$ cat config.mk
export PLATFORM = sky130hd
export DESIGN_NAME = can_rx_queue
export DESIGN_NICKNAME = d
export VERILOG_FILES = /design/src/rtl/can_rx_queue_pkg.sv /design/src/rtl/can_rx_queue_pack.sv /design/src/rtl/can_rx_queue_store.sv /design/src/rtl/can_rx_queue_flags.sv /design/src/rtl/can_rx_queue.sv
export SDC_FILE = /design/constraint.sdc
export NUM_CORES = 1
export LEC_CHECK = 0
export BUFFER_PORTS_ARGS = -buffer_cell sky130_fd_sc_hd__clkbuf_2
export CORE_MARGIN = 10
export CORE_UTILIZATION = 60
export CTS_BUF_LIST = sky130_fd_sc_hd__clkbuf_4 sky130_fd_sc_hd__clkbuf_8
export CTS_CLUSTER_DIAMETER = 80
export DETAILED_ROUTE_END_ITERATION = 7
export GPL_TIMING_DRIVEN = 0
export PLACE_DENSITY = 0.81
export SLEW_MARGIN = 20
export SYNTH_ARGS = -nofsm -noshare
export SYNTH_HDL_FRONTEND = slang
export SYNTH_SLANG_ARGS = --single-unit
$ cat constraint.sdc
create_clock -name clk -period 18.15 [get_ports clk]
set_input_delay 0.9075 -clock clk [delete_from_list [all_inputs] [get_ports clk]]
set_output_delay 0.9075 -clock clk [all_outputs]
set_load 0.1 [all_outputs]
$ cat src/rtl/can_rx_queue_pkg.sv
`timescale 1ns/1ps
package can_rx_queue_pkg;
  localparam int WORD_W  = 32;
  localparam int ID_W    = 29;
  localparam int STD_W   = 11;
  localparam int STAMP_W = 16;
  localparam int DLC_W   = 4;
  localparam int MAX_DLC = 8;
  localparam int DATA_W  = 64;

  typedef struct packed {
    logic [WORD_W-1:0] w3;
    logic [WORD_W-1:0] w2;
    logic [WORD_W-1:0] w1;
    logic [WORD_W-1:0] w0;
  } mb_image_t;

  // flag_clr bit positions
  localparam int CLR_AVAIL = 0;
  localparam int CLR_WARN  = 1;
  localparam int CLR_OVF   = 2;
endpackage

$ cat src/rtl/can_rx_queue_pack.sv
`timescale 1ns/1ps
module can_rx_queue_pack
  import can_rx_queue_pkg::*;
(
  input  logic               ide,
  input  logic               srr,
  input  logic               rtr,
  input  logic [DLC_W-1:0]   dlc,
  input  logic [STAMP_W-1:0] stamp,
  input  logic [ID_W-1:0]    id,
  input  logic [DATA_W-1:0]  data,
  output mb_image_t          img
);
  logic [DLC_W-1:0] dlc_sat;

  always_comb begin
    dlc_sat = (dlc > DLC_W'(MAX_DLC)) ? DLC_W'(MAX_DLC) : dlc;
    img.w0  = {9'b0, srr, ide, rtr, dlc_sat, stamp};
    if (ide) img.w1 = {3'b0, id};
    else     img.w1 = {3'b0, id[STD_W-1:0], 18'b0};
    img.w2 = rtr ? '0 : data[DATA_W-1:WORD_W];
    img.w3 = rtr ? '0 : data[WORD_W-1:0];
  end
endmodule

$ cat src/rtl/can_rx_queue_store.sv
`timescale 1ns/1ps
module can_rx_queue_store
  import can_rx_queue_pkg::*;
#(
  parameter int DEPTH = 5
) (
  input  logic         clk,
  input  logic         rst,
  input  logic         push,
  input  logic         pop_req,
  input  mb_image_t    img_in,
  output mb_image_t    head_img,
  output logic [$clog2(DEPTH+1)-1:0] count,
  output logic [$clog2(DEPTH+1)-1:0] count_next,
  output logic         drop
);
  localparam int CW = $clog2(DEPTH+1);
  localparam int PW = (DEPTH > 1) ? $clog2(DEPTH) : 1;

  mb_image_t      mem [DEPTH];
  logic [PW-1:0]  wr_ptr, rd_ptr, rd_next;
  logic           full, pop, acc;

  function automatic logic [PW-1:0] bump(input logic [PW-1:0] p);
    return (p == PW'(DEPTH-1)) ? '0 : p + PW'(1);
  endfunction

  always_comb begin
    full       = (count == CW'(DEPTH));
    pop        = pop_req && (count != '0);
    acc        = push && (!full || pop);
    drop       = push && !acc;
    count_next = count + CW'(acc) - CW'(pop);
    rd_next    = pop ? bump(rd_ptr) : rd_ptr;
  end

  // storage without reset so it maps onto RAM
  always_ff @(posedge clk) begin
    if (acc) mem[wr_ptr] <= img_in;
  end

  always_ff @(posedge clk) begin
    if (rst) begin
      wr_ptr <= '0;
      rd_ptr <= '0;
      count  <= '0;
    end else begin
      if (acc) wr_ptr <= bump(wr_ptr);
      rd_ptr <= rd_next;
      count  <= count_next;
    end
  end

  // registered output window, bypassing a frame written into an empty slot
  always_ff @(posedge clk) begin
    if (rst || count_next == '0) head_img <= '0;
    else if (acc && wr_ptr == rd_next) head_img <= img_in;
    else head_img <= mem[rd_next];
  end

  p_count_bound_r8: assert property (@(posedge clk) disable iff (rst)
    count <= CW'(DEPTH));
  p_full_swap_r9: assert property (@(posedge clk) disable iff (rst)
    (push && pop_req && count == CW'(DEPTH)) |=> (count == CW'(DEPTH)));
  p_empty_pop_r6: assert property (@(posedge clk) disable iff (rst)
    (pop_req && !push && count == '0) |=> (count == '0));
endmodule

$ cat src/rtl/can_rx_queue_flags.sv
`timescale 1ns/1ps
module can_rx_queue_flags
  import can_rx_queue_pkg::*;
#(
  parameter int DEPTH = 5
) (
  input  logic                       clk,
  input  logic                       rst,
  input  logic [$clog2(DEPTH+1)-1:0] count,
  input  logic [$clog2(DEPTH+1)-1:0] count_next,
  input  logic                       drop,
  input  logic [2:0]                 clr,
  output logic                       avail,
  output logic                       warn,
  output logic                       ovf
);
  localparam int CW = $clog2(DEPTH+1);

  always_ff @(posedge clk) begin
    if (rst) begin
      avail <= 1'b0;
      warn  <= 1'b0;
      ovf   <= 1'b0;
    end else begin
      avail <= (count_next != '0);
      if (count == CW'(DEPTH-1) && count_next == CW'(DEPTH)) warn <= 1'b1;
      else if (clr[CLR_WARN]) warn <= 1'b0;
      if (drop) ovf <= 1'b1;
      else if (clr[CLR_OVF]) ovf <= 1'b0;
    end
  end

  p_avail_count_r6: assert property (@(posedge clk) disable iff (rst)
    avail == (count != '0));
  p_warn_edge_r7: assert property (@(posedge clk) disable iff (rst)
    $rose(warn) |-> (count == CW'(DEPTH) && $past(count) == CW'(DEPTH-1)));
  p_ovf_on_drop_r8: assert property (@(posedge clk) disable iff (rst)
    drop |=> ovf);
endmodule

$ cat src/rtl/can_rx_queue.sv
`timescale 1ns/1ps
module can_rx_queue
  import can_rx_queue_pkg::*;
#(
  parameter int DEPTH = 5
) (
  input  logic         clk,
  input  logic         rst,
  input  logic         rx_valid,
  input  logic         rx_ide,
  input  logic         rx_srr,
  input  logic         rx_rtr,
  input  logic [3:0]   rx_dlc,
  input  logic [15:0]  rx_stamp,
  input  logic [28:0]  rx_id,
  input  logic [63:0]  rx_data,
  input  logic [2:0]   flag_clr,
  output logic [31:0]  win_w0,
  output logic [31:0]  win_w1,
  output logic [31:0]  win_w2,
  output logic [31:0]  win_w3,
  output logic         flag_avail,
  output logic         flag_warn,
  output logic         flag_ovf
);
  localparam int CW = $clog2(DEPTH+1);

  mb_image_t     img, head;
  logic [CW-1:0] count, count_next;
  logic          drop;

  can_rx_queue_pack u_pack (
    .ide(rx_ide), .srr(rx_srr), .rtr(rx_rtr), .dlc(rx_dlc),
    .stamp(rx_stamp), .id(rx_id), .data(rx_data), .img(img)
  );

  can_rx_queue_store #(.DEPTH(DEPTH)) u_store (
    .clk(clk), .rst(rst), .push(rx_valid), .pop_req(flag_clr[CLR_AVAIL]),
    .img_in(img), .head_img(head), .count(count), .count_next(count_next),
    .drop(drop)
  );

  can_rx_queue_flags #(.DEPTH(DEPTH)) u_flags (
    .clk(clk), .rst(rst), .count(count), .count_next(count_next),
    .drop(drop), .clr(flag_clr), .avail(flag_avail), .warn(flag_warn),
    .ovf(flag_ovf)
  );

  assign win_w0 = head.w0;
  assign win_w1 = head.w1;
  assign win_w2 = head.w2;
  assign win_w3 = head.w3;

  p_empty_window_r10: assert property (@(posedge clk) disable iff (rst)
    !flag_avail |-> ({win_w3, win_w2, win_w1, win_w0} == '0));
endmodule

==> results of run 1 <==
==> worst register-to-register path: stages (launching register included) <==
cell	delay, ps
dfxtp_1	390
o31ai_4	420
inv_1	80
ha_1	280
inv_1	60
ha_1	130
inv_1	60
fa_1	420
xor2_1	170
xnor2_1	150
a31oi_1	340
inv_1	100
nor2_2	560
buf_2	410
buf_2	330
a22o_1	240
==> logic make-up (layout without fill, tap and decap cells) <==
| logic type | count (synthesis) | count (layout) | synth area share |
|---|---|---|---|
| compound gates | 247 | 247 | 0.0806 |
| simple gates | 235 | 235 | 0.0434 |
| fa+ha+maj | 7 | 7 | 0.00359 |
| buf+inv | 126 | 666 | 0.0229 |
| flops | 708 | 708 | 0.755 |
| mux | 245 | 245 | 0.0932 |
| xor+xnor | 4 | 4 | 0.00132 |
| other cells | 1 | 12 | 0.000142 |
==> per-stage QoR <==
step | instances | worst slack, ps | total power, mW | TNS [ps] | utilization
after floorplan | 1584 | 5100 | 3.58 | 0 | -
after global placement | 2409 | -4440 | 4.01 | -1996900 | 0.656
after detailed placement | 2505 | 13390 | 4.01 | 0 | 0.671
after CTS | 2709 | 13910 | 5.41 | 0 | 0.726
after global routing | 2709 | 13640 | 5.57 | 0 | 0.726
final | 2709 | 13940 | 5.38 | 0 | 0.726
==> report_power, final <==
part           total, mW  switching, mW  internal [mW]
clock network       1.40          0.595          0.805
registers           2.02         0.0678           1.95
logic               1.96           1.51          0.449
total               5.38           2.18           3.20
==> layout make-up <==
type / instances / area share
clock buffer: 179 / 0.0672
buffer: 114 / 0.0178
multi-input combinational: 750 / 0.189
tap: 585 / 0.0233
inverter: 12 / 0.00143
timing repair buffer: 336 / 0.0580
sequential: 708 / 0.635
clock inverter: 25 / 0.00823
==> routing by layer <==
layer,vias up,wire (um),GRT usage
met1,7911,24600,0.289
met3,91,4700,0.0479
met5,-,0,0
li1,7076,-,-
met4,0,1240,0.0771
met2,716,32600,0.406
==> sequential cells by signal, indices dropped and copies added, names as in the netlist <==
name,cells
u_store.count,3
u_flags.warn,1
u_store.mem,580
u_flags.ovf,1
u_store.head_img,116
u_store.rd_ptr,3
u_store.wr_ptr,3
u_flags.avail,1
==> placed cells by master (no fill, tap or decap), drive strengths merged, types with 12 or more instances in the layout <==
cell    netlist  final
edfxtp      580    580
clkbuf       52    471
mux2i       233    233
buf          62    158
dfxtp       128    128
nand2       121    121
o221ai      115    115
a22o        115    115
nor2b        68     68
and2         19     19
inv          12     14
clkinv        0     14
nor2         13     13
mux2         12     12
conb          1     12
==> worst paths after layout <==
kind,from,end
setup / recovery,u_store.count[1],u_store.head_img[109]
hold / removal,rst,u_store.wr_ptr[2]
setup reg to reg,u_store.count[1],u_store.head_img[109]
hold reg to reg,u_flags.warn,u_flags.warn
==> key figures, run 1 <==
Worst setup path
  – Crit-path slowest cell: nor2_2
  – Critical-path maximum fanout: 10
  – Critical Path Most Common Cell: inv_1
  – Worst Reg-to-Reg Cells: 15
  – R2R Setup Slk: 13940 ps
  – Cell Chain, Critical Path: o31ai_4 > inv_1 > ha_1 > inv_1 > ha_1 > inv_1 > fa_1 > xor2_1 > xnor2_1 > a31oi_1 > inv_1 > nor2_2 > buf_2 > buf_2 > a22o_1
  – Critical path type: reg2reg
  – CP top delay family: buffers and inverters
  – CP Capture Type: flip-flop
  – CP arrival: around 4800 ps
  – Critical path depth in cells: 15
  – Worst Path Buf+Inv: 6
  – Startpoint types: flip-flop
  – Worst Path Required: 18770 ps
  – Slowest stage delay, CP: between 500 and 600 ps

Route
  – Vias per cell: 5.83
  – ANT nets after route: 0
  – WL final: 63.1 mm
  – DR vias: 15794
  – Pre-Repair DR Iteration Count: 6
  – # DRC: 0
  – Initial DRC Count: 1417
  – Wire per inst: 23.3 um

GRT
  – Grt ovf: 0
  – Vias in the first global route: between 15000 and 20000
  – Initial antenna violation count: 0
  – First-pass GRT wire length: 95.9 mm
  – GRT Util Overall: 0.234
  – Largest net degree at the start of global routing: between 40 and 50

Clock network
  – Root Buffer: clkbuf_8
  – Hold buffers post-CTS: 0
  – Sink Count: roughly 710
  – Insertion delay of the later-clocked pin in the worst-skew pair: 700 ps
  – Cts repair resizes: 0
  – CTS clk-pin slew, worst paths: 60 ps
  – TritonCTS clock tree: built
  – Number of H-tree levels: 3
  – CTS buffer count: 108
  – Clock tree buffer depth: 3
  – Post-CTS setup buffer count: 0

Yosys
  – Dominant synthesized flop cell: edfxtp_1
  – Mapped cell area: 26500 um2
  – Distinct cell type count after synthesis: 42
  – Mapped Avg Cell Area: 16.8 um2
  – Count leader, synth: edfxtp_1
  – Synth Instances: between 1500 and 2000
  – Number of flops mapped to enable cells by yosys: 580
  – FFs w/ async S/R, synth: 0
  – Synthesis warning total: 0
  – Synth top area share: 0.658
  – Sequential share of the synthesized area: 0.755
  – Largest area contributor in the netlist: edfxtp_1
  – Synth Register Bits: 708
  – Main area contributors after synthesis: edfxtp_1, dfxtp_1, mux2i_1
  – List of most frequent post-synthesis cells: edfxtp_1, mux2i_1, dfxtp_1

STA
  – Final hold viol count: 0
  – Worst Skew: between 20 and 25 ps
  – Max Slew Vio Count: 0
  – Tightest Pin Transition: 1150 ps
  – RSZ-0062 raised after global routing: no
  – Min Tclk post-route: 4210 ps
  – WHS: just over 400 ps
  – Period utilization: 0.232
  – Slew margin rel.: 0.234
  – Final setup viols: 0
  – Max Fclk: around 0.24 GHz

Floorplanning
  – Total core area: 43400 um2
  – Die footprint: about 53000 um2
  – Die Height: 230 um
  – Die Wd: ~230 um
  – Num rows: 76
  – Starting Density: 0.610
  – IO Count: 253

Power and ir drop
  – Maximum resistive drop on vdd: 0.000157 V
  – Pwr/cell area: 171 nW/um2
  – Leak: 12.9 nW

Place
  – GP Congestion: between 0.7 and 0.8
  – DP HPWL: 41.9 mm
  – Area after DPL: between 20000 and 30000 um2
  – PortBufs: 240

Cells and area
  – Finished Cell Area: between 30000 and 40000 um2
  – Register area: 20000 um2
  – Number of fill cells in the layout: 2715
  – Area occupied by multi-input gates: 5950 um2
  – # diodes: 0
  – Final nets: 2159
  – Syn-to-layout area delta: 18.9%
  – Layout cell share with drive strength beyond 1: 0.282

Outcome
  – Status: finished, final reports clean

Worst hold path
  – Hold Path Class: in2reg
  – Hold Path Cell Cnt: 2

Flow run
  – Max-Cap Viols: 0
Note: power is estimated with default switching activity, not from simulation.
==> run 2: changes to the inputs <==
CORE_UTILIZATION = 55   (was 60)
PLACE_DENSITY = 0.78   (was 0.81)
clock period = 3.78 ns   (was 18.15 ns; I/O delays follow)
==> run 2 against run 1 <==
Effect of this change: fmax grew 19%; global-route usage shrank 0.56 points; combinational power grew to 4.9 times the previous value; first-iteration DRC count shrank 13%; wire length grew 4.8%; flip-flop and latch count is the same; total power grew to 4.8 times the previous value; clock skew grew 4.6 ps; worst hold slack lost 350 ps; sequential share of layout area shrank 2.7 points; largest cell class unchanged; largest power group unchanged; highest routed layer unchanged.
==> key figures, run 2 (synthesized netlist as in run 1, its figures left out) <==
Cells and area
  – Largest regs: u_store.mem: 580 flops, u_store.head_img: 116 flops
  – Most common cell after layout, fill and taps aside: edfxtp_1
  – Syn-to-layout area delta: 24.2%
  – Largest Register: u_store.mem
  – Number of flip-flops in the largest register: 580 (unchanged)
  – Final nets: 2255 (+4.4%)
  – Most frequent cells in the layout: edfxtp_1, clkbuf_2, mux2i_1
  – Layout cell share with drive strength beyond 1: 0.256 (-0.0260)
  – Post-route insts no fill: 2838 (+4.8%)

Route
  – Initial DRC Count: 1230 (-13%)
  – # DRC: 0 (unchanged)
  – WL final: 66.2 mm (+4.8%)
  – ANT nets after route: 0 (unchanged)
  – DR vias: 16239 (+2.8%)
  – Wire per inst: 23.3 um (about the same)
  – Vias per cell: 5.72 (-1.9%)
  – Pre-Repair DR Iteration Count: 5 (-1)

Worst setup path
  – Critical-path maximum fanout: 10 (unchanged)
  – Critical path type: reg2reg
  – Cell Chain, Critical Path: inv_2 > nor4b_4 > nand2b_4 > buf_6 > inv_2 > ha_1 > inv_1 > fa_1 > xor2_1 > xnor2_1 > a31oi_2 > inv_1 > nor2_4 > buf_12 > clkbuf_1 > a22o_1
  – Startpoint types: flip-flop
  – Crit-path slowest cell: clkbuf_1
  – Reg2reg start: u_store.count[0]
  – Worst Setup SP: u_store.count[0]
  – Slowest stage delay, CP: 510 ps (-50 ps)
  – CP arrival: 4150 ps (-680 ps)
  – Worst Path Required: 4400 ps (-14370 ps)
  – CP Capture Type: flip-flop

Clock network
  – TritonCTS clock tree: built
  – CTS clk-pin slew, worst paths: 60 ps (about the same)
  – Root Buffer: clkbuf_8
  – Clock tree buffer depth: 3 (unchanged)
  – Number of H-tree levels: 3 (unchanged)
  – Sink Count: 708 (unchanged)
  – Insertion delay of the later-clocked pin in the worst-skew pair: 710 ps (about the same)
  – CTS buffer count: 108 (unchanged)

GRT
  – Vias in the first global route: 17202 (+5.0%)
  – Initial antenna violation count: 4 (+4)
  – Grt ovf: 0 (unchanged)
  – GRT Util Overall: 0.228 (-0.00558)
  – Largest net degree at the start of global routing: 36 (-16%)
  – First-pass GRT wire length: 100 mm (+4.3%)

STA
  – Max Slew Vio Count: 0 (unchanged)
  – Tightest Pin Transition: 1040 ps (-107 ps)
  – Slew margin rel.: 0.306 (+0.0714)
  – Final worst slack: 245 ps (-13690 ps)
  – Final setup viols: 0 (unchanged)
  – Period utilization: 0.935 (+0.703)
  – Min Tclk post-route: 3530 ps (-677 ps)
  – RSZ-0062 raised after global routing: no
  – Max Fclk: 0.283 GHz (+19%)
  – Worst Skew: 28.8 ps (+4.60 ps)
  – Final hold viol count: 0 (unchanged)

Floorplanning
  – Total core area: 47600 um2 (+9.9%)
  – IO Count: 253 (unchanged)
  – Die Height: 239 um (+4.1%)
  – Starting Density: 0.555 (-0.0549)
  – Die Wd: 239 um (+4.1%)
  – Num rows: 80 (+5.3%)
  – Die footprint: 57300 um2 (+8.3%)

Place
  – DP HPWL: 42.0 mm (+0.11%)
  – Dpl ws: -378 ps (-13770 ps)
  – DP Cell Count: 2498 (-0.28%)
  – GP Congestion: 0.789 (-0.39%)
  – PortBufs: 240 (unchanged)

Outcome
  – Status: finished, final reports clean

Worst hold path
  – Hold_sp: rx_id[1]
  – Hold Path Class: in2reg

Power and ir drop
  – Leak: 13.3 nW (+3.0%)
  – Pwr Total: 25.9 mW (+380%)
  – Maximum resistive drop on vdd: 0.000769 V (+390%)
  – Pwr/cell area: 787 nW/um2 (+360%)

Flow run
  – Max-Cap Viols: 0 (unchanged)
[run 2: cell count changes in the layout (fill, tap and decap cells not counted), sizes merged]
cell         change
dlygate4sd3    +129
buf             -34
clkinv          +10
clkbuf           -6
diode            +4
bufinv           -3
inv              -1
[run 2: final cells by class]
type,instances,area (um2)
clock inverter,31,201
tap,615,769
clock buffer,172,2090
timing repair buffer,433,3170
fill,3028,14800
buffer,113,571
multi-input combinational,750,6020
sequential,708,20000
inverter,12,45.0
antenna,4,10.0
[run 2: routing by layer]
layer / wire [um] / vias to the layer above / GRT usage
li1: - / 7276 / -
met1: 26300 / 8128 / 0.281
met2: 33300 / 693 / 0.387
met3: 4620 / 142 / 0.0480
met4: 1850 / 0 / 0.0947
met5: 0 / - / 0
[run 2: stage by stage]
step                setup TNS [ps]  area (um2)  utilization  hold WS (ps)
CTS                              0       32800        0.689         0.942
detailed placement          -22120       29200        0.613           391
global route                     0       32900        0.690          24.8
finish                           0       32900        0.690          60.6
global placement          -2012300       28600        0.600           392
floorplan                  -517030       26600            -           258
[run 2: power by group]
group	internal [mW]	switching [mW]	leakage, nW
Sequential	9.36	0.350	6.43
Combinational	2.31	7.36	5.63
Clock	3.64	2.86	1.22
Total	15.3	10.6	13.3
[run 2: critical path, delay by kind of cell, from the launching register on]
kind	cells	cell delay, ps
AO/OA/AOI/OAI	2	590
XOR/XNOR	2	330
adder cells (fa/ha/maj)	2	410
buffers and inverters	7	1150
flip-flops	1	370
AND/OR/NAND/NOR	3	600
[run 2: worst paths after layout]
check	cells past startpoint	slack (ps)	end
worst min register to register	2	490	u_flags.warn
worst min-delay path	2	60	u_store.mem[4][24]
worst max-delay path	16	250	u_store.head_img[56]
worst max register to register	16	250	u_store.head_img[56]
[run 2: timing repair]
action / 4_1_cts / 5_1_grt
setup endpoints to repair: 115 / 110
pin swaps: 1 / 1
hold endpoints to repair: 663 / 0
hold buffers: 129 / 0
setup buffers: 3 / 2
resized for setup: 2 / 6
==> run 3: changes to the inputs <==
ABC_AREA = 1   (was default)
CORE_UTILIZATION = 56   (was 55)
PLACE_DENSITY = 0.79   (was 0.78)
==> run 3 against run 2 <==
Effect of this change: the run now ends with design-rule violations left; setup slack worse by 23 ps; clock power up 1%; total power up 9.5%; final cell count up 44%; first-iteration DRC count up 110%; clock skew up 22 ps; register-to-register slack worse by 20 ps; sequential share of layout area down 4.8 points; via count up 37%; global-route usage up 3.2 points; combinational power up 26%; critical endpoint is now u_store.head_img[16]; largest power group is now combinational logic.
==> key figures, run 3 <==
Outcome
  – Status: finished with violations
  – Failing checks: design-rule violations

Route
  – Pre-Repair DR Iteration Count: 8 (+3)
  – WL final: 80.9 mm (+22%)
  – Wire per inst: 19.8 um (-15%)
  – ANT nets after route: 0 (unchanged)
  – DR vias: 22270 (+37%)
  – Vias per cell: 5.44 (-4.9%)
  – Initial DRC Count: 2636 (+110%)
  – # DRC: 1 (+1)

Floorplanning
  – IO Count: 253 (unchanged)
  – Die Height: 248 um (+3.6%)
  – Die footprint: 61500 um2 (+7.4%)
  – Total core area: 51400 um2 (+7.9%)
  – Die Wd: 248 um (+3.6%)
  – Starting Density: 0.566 (+0.0109)
  – Num rows: 83 (+3.8%)

STA
  – Period utilization: 0.941 (+0.00608)
  – Final setup viols: 0 (unchanged)
  – Tightest Pin Transition: 1130 ps (+84.2 ps)
  – Setup TNS: 0 ps (unchanged)
  – Max Fclk: 0.281 GHz (-0.65%)
  – RSZ-0062 raised after global routing: no
  – Max Slew Vio Count: 0 (unchanged)
  – Worst Skew: 50.8 ps (+22.0 ps)
  – Final worst slack: 222 ps (-23.0 ps)
  – Slew margin rel.: 0.243 (-0.0628)
  – WHS: 83.7 ps (+23.1 ps)
  – Final hold viol count: 0 (unchanged)
  – Min Tclk post-route: 3560 ps (+23.0 ps)

Cells and area
  – Largest Register: u_store.mem
  – Largest regs: u_store.mem: 580 flops, u_store.head_img: 116 flops
  – Register area: 20000 um2 (about the same)
  – Most frequent cells in the layout: nand2_1, edfxtp_1, nand3_1
  – Most common cell after layout, fill and taps aside: nand2_1
  – Area occupied by multi-input gates: 7180 um2 (+19%)
  – Final nets: 3444 (+53%)
  – Number of flip-flops in the largest register: 580 (unchanged)
  – Number of fill cells in the layout: 3574 (+18%)
  – Layout cell share with drive strength beyond 1: 0.193 (-0.0625)
  – # diodes: 0 (-4)
  – Syn-to-layout area delta: 22.6%
  – Final core occ: 0.694 (+0.00438)

Clock network
  – CTS buffer count: 109 (+0.93%)
  – CTS clk-pin slew, worst paths: 60 ps (about the same)
  – Sink Count: 708 (unchanged)
  – Post-CTS setup buffer count: 0 (-3)
  – Number of H-tree levels: 3 (unchanged)
  – Root Buffer: clkbuf_8
  – TritonCTS clock tree: built
  – Insertion delay of the later-clocked pin in the worst-skew pair: 730 ps (+20 ps)
  – Clock tree buffer depth: 3 (unchanged)

Worst setup path
  – Worst Path Buf+Inv: 5 (-2)
  – Worst Path Required: 4380 ps (-20 ps)
  – R2R Setup Slk: 220 ps (-20 ps)
  – Crit-path slowest cell: clkbuf_1
  – Worst Reg-to-Reg Cells: 16 (unchanged)
  – CP Capture Type: flip-flop
  – Critical path type: reg2reg
  – Startpoint types: flip-flop
  – Cell Chain, Critical Path: nor2_1 > nand2_2 > nand2_4 > inv_2 > ha_1 > inv_1 > ha_1 > inv_1 > fa_1 > xnor2_2 > nand3_1 > nand2_2 > inv_4 > clkbuf_1 > o21ai_1 > nor2_1
  – CP arrival: 4160 ps (about the same)
  – Critical-path maximum fanout: 10 (unchanged)
  – Critical path depth in cells: 16 (unchanged)
  – CP top delay family: buffers and inverters
  – Slowest stage delay, CP: 470 ps (-40 ps)

GRT
  – Grt ovf: 0 (unchanged)
  – Vias in the first global route: 22691 (+32%)
  – First-pass GRT wire length: 124 mm (+24%)
  – GRT Util Overall: 0.260 (+0.0318)
  – Largest net degree at the start of global routing: 16 (-56%)
  – Initial antenna violation count: 0 (-4)

Yosys
  – List of most frequent post-synthesis cells: nand2_1, edfxtp_1, nand3_1
  – Synth top area share: 0.598 (-0.0599)
  – Mapped cell area: 29100 um2 (+10%)
  – Largest area contributor in the netlist: edfxtp_1
  – Synthesis warning total: 0 (unchanged)
  – FFs w/ async S/R, synth: 0 (unchanged)
  – Number of flops mapped to enable cells by yosys: 580 (unchanged)
  – Synth Register Bits: 708 (unchanged)
  – Synth Instances: 2771 (+76%)
  – Main area contributors after synthesis: edfxtp_1, dfxtp_1, nand2_1
  – Distinct cell type count after synthesis: 34 (-19%)
  – Mapped Avg Cell Area: 10.5 um2 (-38%)
  – Dominant synthesized flop cell: edfxtp_1
  – Sequential share of the synthesized area: 0.686 (-0.0687)
  – Count leader, synth: nand2_1

Power and ir drop
  – Pwr/cell area: 794 nW/um2 (+0.87%)
  – Maximum resistive drop on vdd: 0.000674 V (-12%)
  – Leak: 15.2 nW (+15%)

Place
  – DP HPWL: 52.8 mm (+26%)
  – Dpl ws: -109 ps (+269 ps)
  – GP Congestion: 0.871 (+10%)
  – PortBufs: 239 (-0.42%)

Worst hold path
  – Hold Path Class: in2reg
  – Hold Path Cell Cnt: 2 (unchanged)

Flow run
  – Max-Cap Viols: 0 (unchanged)
run 3: changes by cell type after synthesis, sizes merged, moves of 115 or more:
cell    delta
a22o     -115
o221ai   -115
nor2     +283
nand3    +337
inv      +304
mux2i    -233
nand2    +503
run 3: logic make-up after synthesis:
| family | after synthesis | synth area share |
|---|---|---|
| other cells | 1 | 0.000129 |
| simple gates | 1343 | 0.197 |
| compound gates | 215 | 0.0373 |
| mux | 11 | 0.00425 |
| xor+xnor | 1 | 0.000301 |
| buf+inv | 485 | 0.0715 |
| flops | 708 | 0.686 |
| fa+ha+maj | 7 | 0.00327 |
run 3: cell type report:
type	instances	area share
Inverter	316	0.0334
Tap cell	680	0.0238
Multi-Input combinational cell	1589	0.201
Clock buffer	175	0.0584
Buffer	169	0.0251
Clock inverter	32	0.00575
Sequential cell	708	0.560
Timing Repair Buffer	422	0.0922
run 3: report_power, final:
part / total, mW / internal (mW) / switching (mW)
registers: 9.53 / 9.28 / 0.252
logic: 12.2 / 2.96 / 9.27
clock network: 6.57 / 3.62 / 2.95
run 3: routing by layer:
layer | global-route usage | routed length, um | part of all wire | vias up
met4 | 0.106 | 2350 | 0.029 | 0
met2 | 0.436 | 39600 | 0.49 | 1307
met3 | 0.0570 | 8590 | 0.11 | 177
li1 | - | - | - | 10265
met5 | 0 | 0 | 0 | -
met1 | 0.325 | 30300 | 0.37 | 10521
run 3: stage by stage:
stage,power (mW),cell area [um2],cells
floorplan,18.3,29200,2782
global placement,21.3,31300,3701
detailed placement,21.6,32100,3756
CTS,28.3,35700,4091
global route,29.7,35700,4091
finish,28.3,35700,4091
run 3: worst paths after layout:
kind | from | to
min reg2reg | u_flags.warn | u_flags.warn
max reg2reg | u_store.count[1] | u_store.head_img[16]
max | u_store.count[1] | u_store.head_img[16]
min | rx_dlc[1] | u_store.mem[2][17]
run 3: repair_timing:
action	in CTS	in global routing
hold buffers	128	0
setup endpoints to repair	40	89
resized for setup	2	2
cloned	0	0
hold endpoints to repair	685	0
